**config.mk**
```make
export PLATFORM = sky130hd
export DESIGN_NAME = ring_regfile
export DESIGN_NICKNAME = d
export VERILOG_FILES = /design/src/rtl/ring_regfile.sv
export SDC_FILE = /design/constraint.sdc
export NUM_CORES = 1
export LEC_CHECK = 0
export BUFFER_PORTS_ARGS = -buffer_cell sky130_fd_sc_hd__buf_2
export CAP_MARGIN = 20
export CORE_MARGIN = 1
export CORE_UTILIZATION = 45
export CTS_CLUSTER_SIZE = 25
export DETAILED_ROUTE_END_ITERATION = 10
export GPL_ROUTABILITY_DRIVEN = 0
export PLACE_DENSITY = 0.76
export SLEW_MARGIN = 5
export SYNTH_ARGS = -nofsm -noshare
export SYNTH_HDL_FRONTEND = slang
export SYNTH_SLANG_ARGS = --single-unit
export TNS_END_PERCENT = 30
```
**constraint.sdc**
```tcl
create_clock -name clk -period 1.1 [get_ports clk]
set_input_delay 0.22 -clock clk [delete_from_list [all_inputs] [get_ports clk]]
set_output_delay 0.22 -clock clk [all_outputs]
set_load 0.1 [all_outputs]
```
**src/rtl/ring_regfile.sv**
```systemverilog
module ring_regfile #(
  parameter int W = 163,
  parameter int N = 6,
  parameter logic [W-1:0] CONST_X = {{(W-32){1'b0}}, 32'h1234_5678},
  parameter logic [W-1:0] CONST_B = {{(W-32){1'b0}}, 32'h0BAD_F00D},
  parameter logic [W-1:0] CONST_C = {{(W-32){1'b0}}, 32'h0C0F_FEE5}
) (
  input  logic         clk,
  input  logic         rst_n,
  input  logic [2:0]   op,
  input  logic [1:0]   const_sel,
  input  logic [W-1:0] alu_res,
  output logic [W-1:0] acc,
  output logic [W-1:0] opnd_a,
  output logic [W-1:0] opnd_b
);
  localparam logic [2:0] OP_ROT = 3'd1, OP_SWP = 3'd2, OP_DUP = 3'd3,
                         OP_CON = 3'd4, OP_RES = 3'd5;

  logic [W-1:0] slot [N];
  logic [W-1:0] konst, head_d;
  logic         rot, head_en;

  assign rot = (op == OP_ROT);

  always_comb
    case (const_sel)
      2'd0:    konst = CONST_X;
      2'd1:    konst = CONST_B;
      2'd2:    konst = CONST_C;
      default: konst = '0;
    endcase

  always_comb begin
    head_en = 1'b1;
    case (op)
      OP_ROT:  head_d = slot[N-1];
      OP_SWP,
      OP_DUP:  head_d = slot[1];
      OP_CON:  head_d = konst;
      OP_RES:  head_d = alu_res;
      default: begin head_d = slot[0]; head_en = 1'b0; end
    endcase
  end

  always_ff @(posedge clk or negedge rst_n)
    if (!rst_n) slot[0] <= '0;
    else if (head_en) slot[0] <= head_d;

  always_ff @(posedge clk or negedge rst_n)
    if (!rst_n) slot[1] <= '0;
    else if (rot || op == OP_SWP) slot[1] <= slot[0];

  genvar k;
  generate
    for (k = 2; k < N; k++) begin : g_ring
      always_ff @(posedge clk or negedge rst_n)
        if (!rst_n) slot[k] <= '0;
        else if (rot) slot[k] <= slot[k-1];
    end
  endgenerate

  assign acc    = slot[0];
  assign opnd_a = slot[1];
  assign opnd_b = slot[2];
endmodule

```
# After elaboration in Yosys (flattened, before gate mapping)
# Index checks and enable logic that the tools add are counted.
# W data, S select, Z words.
totals:
  wordCells: 22
  input_bits: 170
  register_bits: 978
classes:
  reduce_logical: 6
  eq_ne: 7
  mux: 3
op_table:
  columns: ["op", "n"]
  rows:
  - ["$pmux W163 S4", 1]
  - ["$pmux W29 S3", 1]
  - ["$eq A3 B2 Y1 const B", 2]
  - ["$eq A3 B3 Y1 const B", 2]
  - ["$reduce_or A5 Y1", 1]
  - ["$reduce_bool A4 Y1", 1]
  - ["$eq A3 B1 Y1 const B", 1]
  - ["$eq A2 B1 Y1 const B", 1]
  - ["$eq A2 B2 Y1 const B", 1]
  - ["$logic_not A2 Y1", 1]
  - ["$reduce_and A2 Y1", 1]
  - ["$reduce_or A2 Y1", 1]
  - ["$logic_or A1 B1 Y1", 1]
  - ["$mux W1", 1]

# Depth between registers and ports, before layout
logic_depth:
  depth_word: 4
  depth_mapped: 8
  mapped_depth_nobuf: 6

# Worst setup path after synthesis
# OpenSTA, ideal clock, no wires.
synth_path:
  path_type: "in2reg"
  startpoint: "input op[1]"
  endpoint: "register slot, in the netlist acc[10]"
  path_slack_ns: -0.555
  path_buffers: 2
  setup_time_ns: 0.126
  cell_stages: 8
  arrival_time_ns: 1.529
  cell_sequence: "inv_2 ha_1 inv_1 clkbuf_1 clkbuf_1 o41ai_1 o22ai_1 a21oi_1"
synth_via:
  elab_chain_len: 4
  word_cells_on_any_way: 11
synth_lines:
  columns: ["element", "line", "source"]
  rows:
  - ["start, declared", "10", "input logic [2:0] op,"]
  - ["$eq A3 B1 Y1 (tied with other cells)", "36", "case (op)"]
  - ["$reduce_or A5 Y1 (no line) / $reduce_or A2 Y1 (equally long branches)", null, null]
  - ["$mux W1 / $reduce_bool A4 Y1 (equally long branches)", null, null]
  - ["$reduce_and A2 Y1 (no line)", null, null]
  - ["end, declared", "20", "logic [W-1:0] slot [N];"]
# Parallel ways exist; a longest one is shown, timed or not.
# A chain may end at the register's enable or synchronous reset.

# Worst setup path after layout
layout_path:
  startpoint: "register slot, in the netlist opnd_a[63]"
  endpoint: "output opnd_a[63]"
layout_lines:
  columns: ["element", "line", "source"]
  rows:
  - ["end, declared", "14", "output logic [W-1:0] opnd_a,"]
# No word-level cell between the ends.

==> impl_metrics.env <==
export IMPL_status="finished, violations left"
export IMPL_violations="negative setup slack"
export IMPL_globalRouteMet1Util=0.312
export IMPL_ys_seq_area_frac=0.559
export IMPL_grt_total_usage=0.264
export IMPL_grt_util_met3=0.0527
export IMPL_dp_hpwl_microns=81100
export IMPL_use_met2=0.452
export IMPL_finalHoldWorstSlack_ps=9.65
export IMPL_syn_area_sq_um=43800
export IMPL_diodes=0
export IMPL_h_tree_depth=3
export IMPL_reg2reg_depth=5
export IMPL_synth_seq_cells=978
export IMPL_cts_root_buf="clkbuf_16"
export IMPL_hold_viol_final=0
export IMPL_via_per_inst=5.70
export IMPL_syn_to_final_growth_pct=46.2
export IMPL_die_w_microns=314
export IMPL_path_clk_slew_ps=70
export IMPL_grt_max_degree=97
export IMPL_startpoint_type="register"
export IMPL_grt_busiest_layer="met2"
export IMPL_drtPass1Iterations=5
export IMPL_worstMarginPinSlew_ps=526
export IMPL_synth_area_per_cell_sq_um=13.9
export IMPL_grt_pass1_wl_microns=200000
export IMPL_vias=31267
export IMPL_final_cell_mix="dfrtp_1 (748), buf_12 (549), buf_4 (543)"
export IMPL_synthArstFlopShare=1.00
export IMPL_critPathCaptureType="output pin"
export IMPL_synth_edf_count=0
export IMPL_critPathKind="register to output pin"
export IMPL_cts_buffer_depth=3
export IMPL_path_max_fanout=2
export IMPL_num_rows=114
export IMPL_crit_slowest_cell="dfrtp_1"
export IMPL_grt_remaining_overflow=0
export IMPL_grt_pass1_vias=32671
export IMPL_tritoncts="done"
export IMPL_finalMaxSlewViolations=0
export IMPL_syn_nets=3323
export IMPL_path_cells="buf_6 > buf_12"
export IMPL_cts_sinks=978
export IMPL_maxSlewHeadroom=0.650
export IMPL_syn_inst=3145
export IMPL_final_layout_size_suffix_gt1_frac=0.649
export IMPL_fin_ws_ps=-535
export IMPL_fin_area_sq_um=64000
export IMPL_yosysUniqueCellTypes=34
export IMPL_cpPeakStageDelay_ps=440
export IMPL_reg2reg_from="opnd_a[70]$_DFFE_PN0P_"
export IMPL_clk_latency_ps=680
export IMPL_fin_util=0.663
export IMPL_die_area_sq_um=98500
export IMPL_yosys_warnings=0
export IMPL_period_share=1.49
export IMPL_clock_skew_ps=29.7
export IMPL_drcViolationCount=0
export IMPL_cap_violations=0
export IMPL_critPathLaunch="opnd_a[63]$_DFFE_PN0P_"
export IMPL_antenna_found_initial=7
export IMPL_wl_microns=142000
export IMPL_final_nets=4304
export IMPL_required_ps=880
export IMPL_portBuffers=658
export IMPL_synthFlopType="dfrtp_1"
export IMPL_max_freq_mhz=611
export IMPL_placed_area_sq_um=55000
export IMPL_grt_setup_unrepaired="true"
export IMPL_whs_path_depth=4
export IMPL_hold_class="input port to register"
export IMPL_cts_buffers=101
export IMPL_final_common_cell="dfrtp_1"
export IMPL_crit_arrival_ps=1420
export IMPL_num_io_pins=659
export IMPL_initialDrtViolationCount=2726
export IMPL_fin_crit_ps=1640
export IMPL_wl_per_cell_microns=25.9
export IMPL_die_h_microns=314
export IMPL_core_area_sq_um=96600
export IMPL_place_ws_ps=-867
export IMPL_setup_viol=892
export IMPL_antenna_left=0
export IMPL_initial_core_util=0.453
export IMPL_min_from="alu_res[28]"
==> worst max-delay path, delay by kind of cell, from the launching register on <==
family	cells	cell delay, ps
buf+inv	2	300
flops	1	440
==> worst paths after layout <==
kind,end,slack [ps]
min in group asynchronous,opnd_a[139]$_DFFE_PN0P_,180
worst min-delay path,acc[28]$_DFFE_PN0P_,10
worst max-delay path,opnd_a[63],-540
max in group asynchronous,opnd_b[53]$_DFFE_PN0P_,320
worst min register to register,slot[163]$_DFFE_PN0P_,490
worst max register to register,acc[70]$_DFFE_PN0P_,-290
==> timing repair <==
| action | in CTS | in global routing |
|---|---|---|
| endpoints found under the hold margin | 1104 | 0 |
| endpoints found under the setup margin | 556 | 689 |
| resized for setup | 311 | 165 |
| hold buffers | 127 | 0 |
| setup buffers | 229 | 165 |
| pin swaps | 2 | 70 |
==> synthesized netlist by cell type (5+ instances only) <==
cell / n / area share
dfrtp_1: 978 / 0.56
mux2_2: 542 / 0.14
buf_4: 499 / 0.086
mux2_4: 280 / 0.096
nor2_1: 147 / 0.013
a21oi_1: 144 / 0.016
o21ai_0: 138 / 0.016
a221o_1: 137 / 0.031
buf_2: 93 / 0.011
clkbuf_1: 53 / 0.0045
buf_6: 35 / 0.0090
a2bb2oi_1: 17 / 0.0034
a22oi_2: 12 / 0.0034
mux2_1: 10 / 0.0026
ha_1: 8 / 0.0023
o22ai_1: 7 / 0.0010
a22o_1: 6 / 0.0012
inv_1: 6 / 0.00051
a22oi_1: 5 / 0.00086
==> flip-flops by register name, summed over array words and instances, names as in the netlist <==
name    flops
slot      489
acc       163
opnd_a    163
opnd_b    163
==> area by class of cell <==
| cell class | count | area, sq um |
|---|---|---|
| Timing Repair Buffer | 1562 | 19200 |
| Clock buffer | 134 | 2900 |
| Inverter | 7 | 33.8 |
| Sequential cell | 978 | 24800 |
| Tap cell | 1276 | 1600 |
| Fill cell | 5672 | 32600 |
| Multi-Input combinational cell | 1476 | 14800 |
| Clock inverter | 53 | 766 |
==> metrics by stage <==
step,cells,TNS [ps]
6_report,5486,-244790
2_1_floorplan,3145,-270880
5_1_grt,5486,-271060
3_5_place_dp,4779,-617540
4_1_cts,5321,-243950
3_3_place_gp,4779,-571940
==> cell families after synthesis <==
group	share of synthesized area
DFF	0.559
muxes	0.238
AOI/OAI and AO/OA	0.0759
buffers and inverters	0.111
xor gates and xnor gates	0.000200
adders and majority gates	0.00229
and+or+nand+nor	0.0138
==> routing by layer <==
layer	vias up	wire, microns
met5	-	13
met4	2	9420
met3	626	9230
met2	1828	72600
met1	16190	50900
li1	12621	-
Power is not shown: default switching activity piles up to over one toggle a cycle in this logic, so the estimate is an artifact.
